[src/rtl/ringtrip_pkg.sv]
package ringtrip_pkg;

  typedef enum logic [1:0] {
    ST_IDLE = 2'd0,
    ST_RING = 2'd1,
    ST_TRIP = 2'd2
  } ringState_t;

  typedef struct packed {
    logic sampleEn;
    logic clearWin;
  } dpStrobe_t;

endpackage

[src/rtl/rtd_datapath.sv]
module rtd_datapath
  import ringtrip_pkg::*;
#(
  parameter int WINDOW_CYCLES = 1000,
  parameter int SYNC_STAGES   = 2
) (
  input  logic      clk,
  input  logic      rstN,
  input  logic      detRaw,
  input  dpStrobe_t strobe,
  output logic      windowEnd,
  output logic      majorityLow
);
  localparam int CW = $clog2(WINDOW_CYCLES + 1);
  localparam logic [CW-1:0] LAST_IDX = CW'(WINDOW_CYCLES - 1);
  localparam logic [CW:0]   WIN_LEN  = (CW+1)'(WINDOW_CYCLES);

  logic [SYNC_STAGES-1:0] syncQ;
  logic                   detSync;
  logic                   lowSample;
  logic [CW-1:0]          winCnt;
  logic [CW-1:0]          lowCnt;
  logic [CW-1:0]          lowTotal;

  // synchronizer chain, reset to the on-hook level
  generate
    if (SYNC_STAGES == 1) begin : g_sync1
      always_ff @(posedge clk or negedge rstN) begin
        if (!rstN) syncQ <= '1;
        else       syncQ <= detRaw;
      end
    end else begin : g_syncN
      always_ff @(posedge clk or negedge rstN) begin
        if (!rstN) syncQ <= '1;
        else       syncQ <= {syncQ[SYNC_STAGES-2:0], detRaw};
      end
    end
  endgenerate

  assign detSync     = syncQ[SYNC_STAGES-1];
  assign lowSample   = strobe.sampleEn & ~detSync;
  assign windowEnd   = strobe.sampleEn && (winCnt == LAST_IDX);
  assign lowTotal    = lowCnt + CW'(lowSample);
  assign majorityLow = ({1'b0, lowTotal} << 1) > WIN_LEN;

  always_ff @(posedge clk or negedge rstN) begin
    if (!rstN) begin
      winCnt <= '0;
      lowCnt <= '0;
    end else if (strobe.clearWin || windowEnd) begin
      winCnt <= '0;
      lowCnt <= '0;
    end else if (strobe.sampleEn) begin
      winCnt <= winCnt + 1'b1;
      lowCnt <= lowTotal;
    end
  end

endmodule

[src/rtl/rtd_control.sv]
module rtd_control
  import ringtrip_pkg::*;
(
  input  logic      clk,
  input  logic      rstN,
  input  logic      ringReq,
  input  logic      windowEnd,
  input  logic      majorityLow,
  output dpStrobe_t strobe,
  output logic      relayEn,
  output logic      offHook,
  output logic      ringTrip
);
  ringState_t state, stateNext;
  logic       tripNow;
  logic       tripQ;

  assign tripNow = (state == ST_RING) && ringReq && windowEnd && majorityLow;

  always_comb begin
    stateNext = state;
    unique case (state)
      ST_IDLE: if (ringReq) stateNext = ST_RING;
      ST_RING: begin
        if (!ringReq)     stateNext = ST_IDLE;
        else if (tripNow) stateNext = ST_TRIP;
      end
      ST_TRIP: if (!ringReq) stateNext = ST_IDLE;
      default: stateNext = ST_IDLE;
    endcase
  end

  always_ff @(posedge clk or negedge rstN) begin
    if (!rstN) begin
      state <= ST_IDLE;
      tripQ <= 1'b0;
    end else begin
      state <= stateNext;
      tripQ <= tripNow;
    end
  end

  assign strobe.sampleEn = (state == ST_RING);
  assign strobe.clearWin = (state != ST_RING);
  assign relayEn         = (state == ST_RING);
  assign offHook         = (state == ST_TRIP);
  assign ringTrip        = tripQ;

endmodule

[src/rtl/ring_trip_detector.sv]
module ring_trip_detector
  import ringtrip_pkg::*;
#(
  parameter int WINDOW_CYCLES = 1000,
  parameter int SYNC_STAGES   = 2
) (
  input  logic clk,
  input  logic rstN,
  input  logic detIn,
  input  logic ringReq,
  output logic relayEn,
  output logic offHook,
  output logic ringTrip
);
  dpStrobe_t strobe;
  logic      windowEnd;
  logic      majorityLow;

  rtd_datapath #(
    .WINDOW_CYCLES(WINDOW_CYCLES),
    .SYNC_STAGES  (SYNC_STAGES)
  ) u_dp (
    .clk        (clk),
    .rstN       (rstN),
    .detRaw     (detIn),
    .strobe     (strobe),
    .windowEnd  (windowEnd),
    .majorityLow(majorityLow)
  );

  rtd_control u_ctl (
    .clk        (clk),
    .rstN       (rstN),
    .ringReq    (ringReq),
    .windowEnd  (windowEnd),
    .majorityLow(majorityLow),
    .strobe     (strobe),
    .relayEn    (relayEn),
    .offHook    (offHook),
    .ringTrip   (ringTrip)
  );

endmodule

[config.mk]
export PLATFORM = sky130hd
export DESIGN_NAME = ring_trip_detector
export DESIGN_NICKNAME = d
export VERILOG_FILES = /design/src/rtl/ringtrip_pkg.sv /design/src/rtl/rtd_datapath.sv /design/src/rtl/rtd_control.sv /design/src/rtl/ring_trip_detector.sv
export SDC_FILE = /design/constraint.sdc
export NUM_CORES = 1
export LEC_CHECK = 0
export BUFFER_PORTS_ARGS = -buffer_cell sky130_fd_sc_hd__clkbuf_2
export CORE_ASPECT_RATIO = 0.75
export CORE_MARGIN = 3
export CORE_UTILIZATION = 40
export CTS_BUF_LIST = sky130_fd_sc_hd__clkbuf_4
export DETAILED_ROUTE_END_ITERATION = 10
export SLEW_MARGIN = 20
export SYNTH_ARGS = -nofsm -noshare
export SYNTH_HDL_FRONTEND = slang
export SYNTH_SLANG_ARGS = --single-unit
[constraint.sdc]
create_clock -name clk -period 2.7 [get_ports clk]
set_input_delay 0.135 -clock clk [delete_from_list [all_inputs] [get_ports clk]]
set_output_delay 0.135 -clock clk [all_outputs]
set_load 0.02 [all_outputs]
==> results of run 1 <==
-- synthesized netlist by cell type, types with 3 or more instances --
library cell | instances | area (sq um)
nand3_1 | 7 | 35.0
dfrtp_1 | 23 | 576
inv_1 | 5 | 18.8
nor2b_1 | 4 | 25.0
xor2_1 | 4 | 35.0
a21oi_1 | 4 | 20.0
xnor2_1 | 11 | 96.3
nand2_1 | 7 | 26.3
nand2b_1 | 4 | 25.0
nor2_1 | 22 | 82.6
ha_1 | 3 | 37.5
and3_1 | 3 | 18.8
nor3_1 | 3 | 15.0
-- tightest hold or removal path, cell delays in order --
cell and delay (ns):
clkbuf_2 0.11, nand3_1 0.13, a21oi_1 0.06
-- logic make-up (layout without fill, tap and decap cells) --
group / Yosys count / after routing
AO/OA/AOI/OAI: 16 / 16
XOR/XNOR: 15 / 15
adder cells (fa/ha/maj): 3 / 3
buffers and inverters: 7 / 17
flip-flops: 25 / 25
AND/OR/NAND/NOR: 60 / 60
-- area by class of cell --
class	instances	area share, %
Sequential cell	25	46.2
Multi-Input combinational cell	94	43.2
Timing Repair Buffer	8	3.68
Tap cell	36	3.31
Clock buffer	3	1.66
Inverter	5	1.38
Clock inverter	1	0.552
-- final timing paths --
| path | endpoint | slack [ns] | depth (start not counted) |
|---|---|---|---|
| worst min register to register | u_dp.syncQ[1] | 0.37 | 0 |
| worst min-delay path | u_ctl.ringTrip | 0.16 | 3 |
| max in group asynchronous | u_dp.lowCnt[3] | 1.95 | 2 |
| worst max-delay path | u_ctl.ringTrip | 0.24 | 9 |
| worst max register to register | u_ctl.ringTrip | 0.24 | 9 |
| min in group asynchronous | u_dp.winCnt[1] | 0.33 | 2 |
-- power groups by stage --
| stage | sequential, uW | clock, uW | combinational [uW] |
|---|---|---|---|
| 3_3_place_gp | 395 | 0 | 35.0 |
| 5_1_grt | 389 | 194 | 43.5 |
| 3_5_place_dp | 395 | 0 | 35.4 |
| 6_report | 388 | 169 | 37.0 |
| 2_1_floorplan | 394 | 0 | 20.8 |
| 4_1_cts | 388 | 179 | 37.7 |
-- per-stage QoR --
step | hold slack, ns | total power, uW
6_report | 0.160 | 594
5_1_grt | 0.166 | 627
4_1_cts | 0.140 | 604
3_5_place_dp | 0.181 | 430
3_3_place_gp | 0.173 | 430
2_1_floorplan | -0.161 | 415
-- sequential cells by signal, summed over array words and instances (netlist names) --
signal          count
u_dp.lowCnt        10
u_ctl.state         2
u_dp.winCnt        10
u_ctl.ringTrip      1
u_dp.syncQ          2
-- layer usage --
metal	global-route usage [%]	vias to the layer above	share of wire [%]
li1	-	456	-
met1	18.4	418	53
met2	20.8	19	42
met3	4.77	2	4.9
met4	2.87	0	0.45
met5	0	-	0
-- repair_timing --
item,CTS,global route
resized for setup,0,0
endpoints found under the hold margin,24,0
hold buffers,2,0
==> reports/results.ini, run 1 <==
[outcome]
outcome = completed

[clock_tree]
clockBufferDepth = 2
root_buffer = clkbuf_4
cts_buffers = 3
cts_tree = yes
cts_max_level = 1
clk-insertion-delay-late_ns = 0.32
clk_pin_slew_ns = 0.15
clock_sinks = 25
post_cts_buffers = 0

[critical_path]
crit_family = simple AND/OR/NAND/NOR gates
path_class = reg -> reg
crit_chain = nand2b_1 > nor2_1 > ha_1 > ha_1 > xnor2_1 > or4_4 > a21oi_2 > o2111ai_1 > a21oi_1
cp-startpoint = u_ctl.state[1]
crit_path_frequent_cell = ha_1
cp_max_fo = 5
cp-end-kind = register
slowest_stage = or4_4
max_stage_delay_ns = 0.53
cp_num_buf_inv = 0
critPathLaunchType = register
worstReg2RegStart = u_ctl.state[1]
cp.arrival_ns = 2.70
crit_required_ns = 2.94

[sta]
fin_crit_ns = 2.46
final_hold_viol_count = 0
rsz0062_at_grt = no
fmax_mhz = 407
fin_ws_ns = 0.243
finClkSkew_ns = 0.0173
tns_ns = 0
post-route-period-util_pct = 91.0
maxSlewHeadroom_pct = 52.8
drv_slew = 0
tightest_slew_ns = 0.708
setup_viol = 0

[synth]
synth_adder_area_share_pct = 3.02
synthMuxAreaShare_pct = 0
synth_top_family_by_area = simple AND/OR/NAND/NOR gates
syn_inst = 126
synth_area_sq_um = 1240
synth_seq_cells = 25
synth_xor_area_share_pct = 10.6
synth_compound_area_share_pct = 9.36
yosysUniqueCellTypes = 33
synth_warnings = 0
ys.flop_type = dfrtp_1
synth_edf_count = 0
synthSimpleGateAreaFrac_pct = 24.3
ys_async_sr_fraction_pct = 100
ys_seq_area_share_pct = 50.5
syn-num-nets = 133
synth_area_per_cell_sq_um = 9.87

[grt]
grt_overflow = 0
grt_max_degree = 26
antenna_found_initial = 0
grt.total_usage_pct = 13.5
grt_first_pass_wirelength_um = 3930
grt_pass1_vias = 860

[pwr]
p_clk_share_pct = 28.5
p_int_uw = 452
switching_share_pct = 23.9
p_sw_uw = 142
combPwrFrac_pct = 6.2
p_leak_uw = 0.000582
vdd_drop_max_uv = 298
powerDensity_nw_per_um2 = 437
p_seq_share_pct = 65.3

[cells_and_area]
final_core_util_pct = 48.9
multi_input_area_sq_um = 588
synthToLayoutAreaGrowth_pct = 9.36
stdcell_area_sq_um = 1360
fill_cells = 252
diodes = 0
layout_common_cells = dfrtp_1 (23), nor2_1 (22), xnor2_1 (11)
fin_nets = 144
register_area_sq_um = 628
drive_above_1_share_pct = 10.3
final_cells = 172
final_common_cell = dfrtp_1

[route]
vias_per_cell = 5.20
ant_nets = 0
drtIter0Drc = 37
wirelength_um = 2210
vias = 895
first_pass_iters = 4
post_drt_wl_per_cell_um = 12.9
drcViolationCount = 0

[place]
io_buffer_count = 6
placed_area_sq_um = 1310
gp_congestion = 0.759
dp_hpwl_um = 1600
numPlacedInstances = 166
place_ws_ns = 0.283

[die]
fp.dieW_um = 70.4
die_area_sq_um = 3820
die-height_um = 54.3
core_area_sq_um = 2780
pin_count = 7
num_rows = 16
start_util_pct = 44.7

[worst_hold_path]
hold_class = in -> reg
hp-start = ringReq

[flow_run]
maxCapViolations = 0

No activity file was read; power rests on OpenSTA's default activity.
==> run 2, diff against run 1 <==
Settings changed: CELL_PAD_IN_SITES_DETAIL_PLACEMENT from default to 0, CELL_PAD_IN_SITES_GLOBAL_PLACEMENT from default to 2, PLACE_DENSITY from default to 0.8.
==> reports/results.ini, run 2 (synthesis gave the netlist of run 1 again) <==
[sta]
rsz0062_at_grt = no
finClkSkew_ns = 0.00247
post-route-period-util_pct = 91.8
setup_viol = 0
fmax_mhz = 404
tightest_slew_ns = 0.739
final_hold_viol_count = 0
drv_slew = 0
fin_crit_ns = 2.48
fin_ws_ns = 0.222
tns_ns = 0
maxSlewHeadroom_pct = 50.8

[worst_hold_path]
hold_depth = 3
hp-start = ringReq
holdPathEnd = u_ctl.ringTrip
hold_class = in -> reg

[pwr]
vdd_drop_max_uv = 239
powerDensity_nw_per_um2 = 436
p_leak_uw = 0.000586

[route]
vias = 894
drcViolationCount = 0
post_drt_wl_per_cell_um = 13.4
vias_per_cell = 5.20
wirelength_um = 2310
ant_nets = 0
first_pass_iters = 4
drtIter0Drc = 64

[critical_path]
cp-end-kind = register
timing.rr.end = u_ctl.state[1]
crit_required_ns = 2.97
worstReg2RegStart = u_ctl.state[1]
critPathLaunchType = register
cp.arrival_ns = 2.74
cp_max_fo = 5
path_class = reg -> reg
reg2reg_depth = 9
r2r_slack_ns = 0.22

[grt]
grt_pass1_vias = 829
antenna_found_initial = 0
grt_first_pass_wirelength_um = 4030
grt.total_usage_pct = 14.0
grt_overflow = 0
grt_max_degree = 26

[die]
start_util_pct = 44.7
die_area_sq_um = 3820
num_rows = 16
core_area_sq_um = 2780
die-height_um = 54.3
pin_count = 7
fp.dieW_um = 70.4

[clock_tree]
cts_max_level = 1
clockBufferDepth = 2
cts_tree = yes
clk-insertion-delay-late_ns = 0.32
cts_buffers = 3
clk_pin_slew_ns = 0.13
clock_sinks = 25
root_buffer = clkbuf_4

[cells_and_area]
largestRegisters = u_dp.lowCnt: 10 flops, u_dp.winCnt: 10 flops
fill_cells = 270
synthToLayoutAreaGrowth_pct = 9.15
final_common_cell = dfrtp_1
diodes = 0
drive_above_1_share_pct = 10.3
layout_common_cells = dfrtp_1 (23), nor2_1 (22), xnor2_1 (11)
fin_nets = 144

[place]
io_buffer_count = 6
place_ws_ns = 0.254
gp_congestion = 0.796
dp_hpwl_um = 1690

[flow_run]
maxCapViolations = 0

[outcome]
outcome = completed

run 2: cell count changes in the layout (fill, tap and decap cells not counted), sizes merged:
cell      before  now
clkinvlp       1    0
clkinv         0    1
run 2: where the power goes:
group / total (uW) / internal, uW / leakage [uW] / switching (uW)
Combinational: 36.9 / 11.9 / 0.000232 / 25.1
Sequential: 388 / 383 / 0.000337 / 4.79
Clock: 167 / 55.5 / 0.0000177 / 111
Total: 592 / 451 / 0.000586 / 141
run 2: worst max-delay path, cell delays in order, from the launching register on:
cell and delay [ns]:
dfrtp_1 0.41, nand2b_1 0.19, nor2_1 0.11, ha_1 0.24, ha_1 0.30, xnor2_1 0.15, or4_4 0.53, a21oi_2 0.16
o211a_1 0.17, a31o_1 0.14
run 2: worst max-delay path by stage:
stage | from | endpoint | depth (start not counted)
finish | u_ctl.state[1] | u_ctl.state[1] | 9
global route | u_ctl.state[1] | u_ctl.ringTrip | 9
CTS | u_ctl.state[1] | u_ctl.ringTrip | 9
floorplan | u_ctl.state[1] | u_ctl.state[0] | 9
detailed placement | u_ctl.state[1] | u_ctl.state[0] | 9
global placement | u_ctl.state[1] | u_ctl.state[1] | 9
run 2: layout make-up:
| cell class | instances | area (sq um) | share of cell area, % |
|---|---|---|---|
| clock buffer | 3 | 22.5 | 1.66 |
| clock inverter | 1 | 5.00 | 0.369 |
| inverter | 5 | 18.8 | 1.38 |
| multi-input combinational | 94 | 588 | 43.3 |
| sequential | 25 | 628 | 46.3 |
| tap | 36 | 45.0 | 3.32 |
| timing repair buffer | 8 | 50.0 | 3.69 |
run 2: per-stage QoR:
stage | util [%] | power [uW] | hold WS, ns | instance area [sq um] | instances
final | 48.8 | 592 | 0.124 | 1360 | 172
after global routing | 48.8 | 625 | 0.137 | 1360 | 172
after CTS | 48.8 | 598 | 0.122 | 1360 | 172
after detailed placement | 47.1 | 431 | 0.186 | 1310 | 166
after global placement | 47.1 | 431 | 0.181 | 1310 | 166
after floorplan | - | 415 | -0.161 | 1240 | 126
run 2: what timing repair did:
action	in CTS	in global routing
gates resized for setup	0	0
hold buffers	2	0
hold endpoints to repair	24	0
buffers inserted	0	0
run 2: per-layer routing:
layer / routed length (um) / GRT usage, % / part of all wire [%] / vias to the layer above
li1: - / - / - / 453
met1: 1310 / 20.9 / 57 / 421
met2: 874 / 19.3 / 38 / 18
met3: 108 / 4.40 / 4.7 / 2
met4: 18 / 3.82 / 0.78 / 0
met5: 0 / 0 / 0 / -
